**src/rtl/dbr_pkg.sv**
```systemverilog
package dbr_pkg;

  typedef enum logic [2:0] {
    ST_IDLE = 3'd0,
    ST_LO   = 3'd1,
    ST_HI   = 3'd2,
    ST_RD   = 3'd3,
    ST_FIX  = 3'd4
  } seq_state_e;

  typedef enum logic [1:0] {
    CLS_NONE = 2'd0,
    CLS_ABS  = 2'd1,
    CLS_IDX  = 2'd2
  } op_class_e;

  localparam logic [7:0] OP_LOAD_ABS  = 8'hAD;
  localparam logic [7:0] OP_LOAD_ABX  = 8'hBD;
  localparam logic [7:0] OP_LOAD_ABY  = 8'hB9;
  localparam logic [7:0] OP_MASK_ABS  = 8'h2D;
  localparam logic [7:0] OP_MASK_ABX  = 8'h3D;
  localparam logic [7:0] OP_MASK_ABY  = 8'h39;
  localparam logic [7:0] OP_TEST_ABS  = 8'h2C;

endpackage

```
**src/rtl/dbr_op_decode.sv**
```systemverilog
module dbr_op_decode
  import dbr_pkg::*;
#(
  parameter int DATA_W = 8
) (
  input  logic [DATA_W-1:0] opcode,
  output op_class_e         cls
);

  always_comb begin
    unique case (opcode[7:0])
      OP_LOAD_ABS, OP_MASK_ABS, OP_TEST_ABS: cls = CLS_ABS;
      OP_LOAD_ABX, OP_LOAD_ABY,
      OP_MASK_ABX, OP_MASK_ABY:              cls = CLS_IDX;
      default:                               cls = CLS_NONE;
    endcase
  end

endmodule

```
**src/rtl/dbr_seq.sv**
```systemverilog
module dbr_seq
  import dbr_pkg::*;
#(
  parameter int DATA_W = 8
) (
  input  logic              clk,
  input  logic              rst_n,
  input  logic              op_fetch,
  input  logic              rd,
  input  logic [DATA_W-1:0] bus_data,
  input  logic [7:0]        addr_lo,
  output logic              ovr
);

  seq_state_e state_q, state_d;
  logic       idx_q, idx_d;
  logic [7:0] oplo_q, oplo_d;
  logic       ovr_raw;
  logic       crossed;
  logic       fetch_en;
  op_class_e  cls;

  dbr_op_decode #(.DATA_W(DATA_W)) u_dec (
    .opcode (bus_data),
    .cls    (cls)
  );

  assign crossed  = (addr_lo < oplo_q);
  assign fetch_en = op_fetch & rd;

  // next-state logic
  always_comb begin
    state_d = state_q;
    idx_d   = idx_q;
    oplo_d  = oplo_q;
    ovr_raw = 1'b0;
    unique case (state_q)
      ST_LO: begin
        oplo_d  = bus_data[7:0];
        state_d = ST_HI;
      end
      ST_HI: state_d = ST_RD;
      ST_RD: begin
        if (!idx_q || !crossed) begin
          ovr_raw = 1'b1;
          state_d = ST_IDLE;
        end else begin
          state_d = ST_FIX;
        end
      end
      ST_FIX: begin
        ovr_raw = 1'b1;
        state_d = ST_IDLE;
      end
      default: state_d = ST_IDLE;
    endcase
    if (op_fetch) begin
      ovr_raw = 1'b0;
      state_d = (fetch_en && cls != CLS_NONE) ? ST_LO : ST_IDLE;
      idx_d   = (cls == CLS_IDX);
    end
  end

  assign ovr = ovr_raw & rd;

  // registers
  always_ff @(posedge clk or negedge rst_n) begin
    if (!rst_n) begin
      state_q <= ST_IDLE;
      idx_q   <= 1'b0;
      oplo_q  <= 8'h00;
    end else begin
      state_q <= state_d;
      idx_q   <= idx_d;
      oplo_q  <= oplo_d;
    end
  end

  // the read state is only entered from the high-operand state
  p_read_after_hi_r5: assert property (@(posedge clk) disable iff (!rst_n)
    (state_q == ST_RD) |-> ($past(state_q) == ST_HI));

  // the page-cross state only follows a read state of an indexed form
  p_fix_after_read_r7: assert property (@(posedge clk) disable iff (!rst_n)
    (state_q == ST_FIX) |-> ($past(state_q) == ST_RD && idx_q));

  // no override while an opcode is being fetched
  p_fetch_no_ovr_r8: assert property (@(posedge clk) disable iff (!rst_n)
    op_fetch |-> !ovr);

endmodule

```
**src/rtl/dbr_bank_regs.sv**
```systemverilog
module dbr_bank_regs #(
  parameter int              ADDR_W   = 13,
  parameter int              DATA_W   = 8,
  parameter int              BANK_W   = 3,
  parameter logic [ADDR_W-1:0] HOT_CODE = 13'h1FF0,
  parameter logic [ADDR_W-1:0] HOT_DATA = 13'h1FF1
) (
  input  logic              clk,
  input  logic              rst_n,
  input  logic [ADDR_W-1:0] addr,
  input  logic              rd,
  input  logic [DATA_W-1:0] wr_data,
  output logic [BANK_W-1:0] code_bank,
  output logic [BANK_W-1:0] data_bank
);

  logic              code_we, data_we;
  logic [BANK_W-1:0] code_d, data_d;

  assign code_we = !rd && (addr == HOT_CODE);
  assign data_we = !rd && (addr == HOT_DATA);

  always_comb begin
    code_d = code_bank;
    data_d = data_bank;
    if (code_we) code_d = wr_data[BANK_W-1:0];
    if (data_we) data_d = wr_data[BANK_W-1:0];
  end

  always_ff @(posedge clk or negedge rst_n) begin
    if (!rst_n) begin
      code_bank <= '0;
      data_bank <= '0;
    end else begin
      code_bank <= code_d;
      data_bank <= data_d;
    end
  end

  // a data hot-spot write lands the written value
  p_data_load_r3: assert property (@(posedge clk) disable iff (!rst_n)
    data_we |=> (data_bank == $past(wr_data[BANK_W-1:0])));

  // a data hot-spot write does not move the code bank
  p_data_keeps_code_r3: assert property (@(posedge clk) disable iff (!rst_n)
    (data_we && !code_we) |=> $stable(code_bank));

endmodule

```
**src/rtl/dbr_redirect.sv**
```systemverilog
module dbr_redirect #(
  parameter int                ADDR_W   = 13,
  parameter int                DATA_W   = 8,
  parameter int                BANK_W   = 3,
  parameter logic [ADDR_W-1:0] HOT_CODE = 13'h1FF0,
  parameter logic [ADDR_W-1:0] HOT_DATA = 13'h1FF1
) (
  input  logic              clk,
  input  logic              rst_n,
  input  logic [ADDR_W-1:0] cpu_addr,
  input  logic [DATA_W-1:0] cpu_data,
  input  logic              cpu_rw,
  input  logic              op_fetch,
  output logic [BANK_W-1:0] bank_sel
);

  localparam int SYNC_STAGES = 2;

  logic [SYNC_STAGES-1:0] rst_sync_q;
  logic                   rst_int_n;
  logic                   ovr;
  logic [BANK_W-1:0]      code_bank, data_bank;

  // reset: asserted at once, released after SYNC_STAGES edges
  always_ff @(posedge clk or negedge rst_n) begin
    if (!rst_n) rst_sync_q <= '0;
    else        rst_sync_q <= {rst_sync_q[SYNC_STAGES-2:0], 1'b1};
  end
  assign rst_int_n = rst_sync_q[SYNC_STAGES-1];

  dbr_bank_regs #(
    .ADDR_W   (ADDR_W),
    .DATA_W   (DATA_W),
    .BANK_W   (BANK_W),
    .HOT_CODE (HOT_CODE),
    .HOT_DATA (HOT_DATA)
  ) u_regs (
    .clk       (clk),
    .rst_n     (rst_int_n),
    .addr      (cpu_addr),
    .rd        (cpu_rw),
    .wr_data   (cpu_data),
    .code_bank (code_bank),
    .data_bank (data_bank)
  );

  dbr_seq #(.DATA_W(DATA_W)) u_seq (
    .clk      (clk),
    .rst_n    (rst_int_n),
    .op_fetch (op_fetch),
    .rd       (cpu_rw),
    .bus_data (cpu_data),
    .addr_lo  (cpu_addr[7:0]),
    .ovr      (ovr)
  );

  assign bank_sel = ovr ? data_bank : code_bank;

  // an override is never followed by another one
  p_single_cycle_r9: assert property (@(posedge clk) disable iff (!rst_int_n)
    ovr |=> !ovr);

  // the code bank register holds through an override
  p_code_hold_r10: assert property (@(posedge clk) disable iff (!rst_int_n)
    ovr |=> $stable(code_bank));

endmodule

```
**config.mk**
```make
export PLATFORM = sky130hd
export DESIGN_NAME = dbr_redirect
export DESIGN_NICKNAME = d
export VERILOG_FILES = /design/src/rtl/dbr_pkg.sv /design/src/rtl/dbr_op_decode.sv /design/src/rtl/dbr_seq.sv /design/src/rtl/dbr_bank_regs.sv /design/src/rtl/dbr_redirect.sv
export SDC_FILE = /design/constraint.sdc
export NUM_CORES = 1
export LEC_CHECK = 0
export CORE_MARGIN = 2
export CORE_UTILIZATION = 47
export DETAILED_ROUTE_END_ITERATION = 7
export HOLD_SLACK_MARGIN = 0.12
export PLACE_DENSITY_LB_ADDON = 0.12
export SETUP_SLACK_MARGIN = 0.15
export SKIP_LAST_GASP = 1
export SLEW_MARGIN = 20
export SYNTH_ARGS = -nofsm -noshare
export SYNTH_HDL_FRONTEND = slang
export SYNTH_SLANG_ARGS = --single-unit
export TNS_END_PERCENT = 10
```
**constraint.sdc**
```tcl
create_clock -name clk -period 2.2 [get_ports clk]
set_input_delay 0.22 -clock clk [delete_from_list [all_inputs] [get_ports clk]]
set_output_delay 0.22 -clock clk [all_outputs]
set_load 0.01 [all_outputs]
```
==> metrics <==
highest metal used=met4; Yosys warning count=0; Starting Density=0.511; Slew headroom=0.534; Residual DRC=0; CP Data Required Time=1.98 ns; pre-CTS setup slack=-0.592 ns; CP Class=input port to output port; first-pass GRT wire length=about 4200 um; min Tclk post-route=2.49 ns; Placeable Area=0.00202 sq mm; Routed WL=about 2500 um; Worst-path clk slew=roughly 0.12 ns; routed vias/inst=5.37; die height=approximately 50 um; Tcrit/Tclk final=1.13; Final HPWL DP=1780 um; Placed Instances=154; worst IR drop on VDD=between 0.4 and 0.5 mV; Tightest Hold Check Type=flop to async pin; Avg WL per Cell=15.4 um; Worst-Skew Late Latency=0.31 ns; max_cap viols=0; Worst Path Buf+Inv=3; CTS sink cnt=20; max-slew violations=0; Horiz. Die Dim=just over 50 um; delay-heaviest family, CP=buffers and inverters; status=complete, but fails checks; Max Root-Sink Buffers=2; largest net degree at the start of global routing=19; Synthesized Nets=126; Synth Area per Inst=between 10 and 15 sq um; M1 WL=1080 um; unrepaired setup endpoints after global routing=true; sequential area share after synthesis=0.484; WL met2=1230 um; setup violators final=3; failing checks=negative setup slack; clk_skew=0.00482 ns; Area growth, synth to finish=49.5%; ANT cells=0; fillers=around 150; Non-Filler Instances=~160; LEAKAGE=0.690 nW; crit end category=output port; worst path arrival time=2.27 ns; Critical Path Max Stage Delay=approximately 0.54 ns; post-synth top area cell=dfrtp_1; CTS H-Tree Depth=1; Yosys cell types=31; GR Overflow Total=0; Cell Pwr Density=around 720 mW/mm^2; cell count after synthesis=between 90 and 100; root buffer cell=clkbuf_4; Yosys reg bits=20; crit-path cells=clkdlybuf4s50_1 -> ha_4 -> a211oi_2 -> o2111a_1 -> o31ai_4 -> nand4b_1 -> buf_4 -> mux2_4 -> buf_6; Met3 Wirelength=125 um; Final GP Congestion=0.842; initial antenna violation count=0; vias in the first global route=915; post-layout net count=170; post-synth top area share=0.484; GRT Overall Usage=0.227; Worst setup SP type=input port; Die ar.=0.00259 sq mm; io pins=28; layout cells sized above 1=0.277; vias=880; Max stage delay cell, worst path=clkdlybuf4s50_1; achievable frequency=402 MHz; fin worst setup slack=-0.288 ns; final hold vios=0; Slew @ Worst Pin=~0.7 ns; Synth area leaders=dfrtp_1 (48%), mux2_2 (11%), ha_1 (8.5%), o21ai_0 (4.8%), nand2_1 (3.6%); Post-Syn Area=roughly 0.0010 sq mm; initial drt markers=13; crit path max fanout=2; DRT antenna net count=0; CTS tree=yes; num rows=16; IO buf count=27; First-pass DRT Iterations=4; Num CTS Buffers=3
-- flip-flops by register name, summed over array words and instances (netlist names) --
register          count
u_seq.oplo_q          8
rst_sync_q            2
u_seq.idx_q           1
u_regs.data_bank      3
u_regs.code_bank      3
u_seq.state_q         3
-- power by group --
group / switching (W) / leakage (nW) / internal, W / total, W
logic: 0.000165 / 0.406 / 0.000190 / 0.000355
clock network: 0.000122 / 0.0279 / 0.000184 / 0.000306
registers: 0.0000269 / 0.256 / 0.000429 / 0.000455
total: 0.000313 / 0.690 / 0.000803 / 0.00112
-- metrics by stage --
| stage | utilization | TNS (ns) | cell area [sq um] | power [W] | hold WS (ns) |
|---|---|---|---|---|---|
| 2_1_floorplan | - | 0 | 1030 | 0.000607 | -0.0756 |
| 3_3_place_gp | 0.686 | -1.58 | 1390 | 0.000727 | 0.316 |
| 3_5_place_dp | 0.686 | -1.77 | 1390 | 0.000739 | 0.324 |
| 4_1_cts | 0.761 | -0.783 | 1540 | 0.00112 | 0.332 |
| 5_1_grt | 0.764 | -1.06 | 1550 | 0.00118 | 0.374 |
| 6_report | 0.764 | -0.845 | 1550 | 0.00112 | 0.296 |
-- path summary, 6_finish.rpt --
check | start | to | slack, ns | cells after the start
worst max-delay path | cpu_addr[5] | bank_sel[2] | -0.29 | 9
max in group asynchronous | rst_sync_q[1] | u_seq.oplo_q[7] | 1.46 | 0
worst min-delay path | rst_sync_q[1] | u_seq.oplo_q[2] | 0.30 | 0
worst max register to register | u_seq.oplo_q[5] | u_seq.state_q[2] | 0.40 | 8
worst min register to register | rst_sync_q[1] | u_seq.oplo_q[2] | 0.30 | 0
min in group clk | rst_sync_q[0] | rst_sync_q[1] | 0.36 | 0
-- synthesized netlist by cell type, drive strengths merged --
| cell type | n |
|---|---|
| a2111oi | 1 |
| a211oi | 1 |
| and2b | 1 |
| clkbuf | 1 |
| conb | 1 |
| dfrtp | 20 |
| ha | 7 |
| inv | 9 |
| mux2 | 10 |
| nand2 | 10 |
| nand2b | 1 |
| nand3 | 2 |
| nand3b | 1 |
| nand4 | 2 |
| nand4b | 1 |
| nor2 | 2 |
| nor3 | 2 |
| nor3b | 1 |
| nor4 | 1 |
| nor4b | 1 |
| nor4bb | 1 |
| o2111a | 1 |
| o21a | 1 |
| o21ai | 10 |
| o221ai | 1 |
| o22ai | 1 |
| o31ai | 1 |
| or2b | 1 |
| or4b | 1 |
| xnor2 | 1 |
-- final cells by class --
class	instances	area [sq um]	area share
Timing Repair Buffer	40	374	0.242
Multi-Input combinational cell	64	551	0.356
Clock buffer	3	22.5	0.0146
Inverter	9	33.8	0.0219
Tap cell	27	33.8	0.0219
Sequential cell	20	500	0.324
Clock inverter	1	30.0	0.0194
-- cell usage in the layout, fill, tap and decap left out, types with 2 or more instances in the layout --
master           count
mux2_2               7
dfrtp_1             20
o21ai_0              9
nand2_1             10
inv_1                8
nand4_1              2
buf_6                3
clkbuf_4             3
mux2_4               3
nor2_1               2
ha_1                 6
nand3_1              2
buf_4               12
clkdlybuf4s50_1     24
-- cell families after synthesis --
group | Yosys count | share of synthesized area
buffers and inverters | 10 | 0.0363
other | 1 | 0.00363
adder cells (fa/ha/maj) | 7 | 0.0847
AO/OA/AOI/OAI | 17 | 0.110
flip-flops | 20 | 0.484
multiplexers | 10 | 0.109
AND/OR/NAND/NOR | 28 | 0.163
XOR/XNOR | 1 | 0.00848
-- metal layers --
metal	GRT usage	vias to the layer above
met4	0.104	0
met1	0.278	419
met5	0	-
met3	0.0351	9
li1	-	421
met2	0.393	31
-- timing repair --
item                                   CTS  global route
hold buffers                             1             0
setup endpoints to repair                3             3
buffers inserted                         4             1
resized for setup                       25             0
pin swaps                                3             3
endpoints found under the hold margin    2             0
Note: power is estimated with default switching activity, not from simulation.
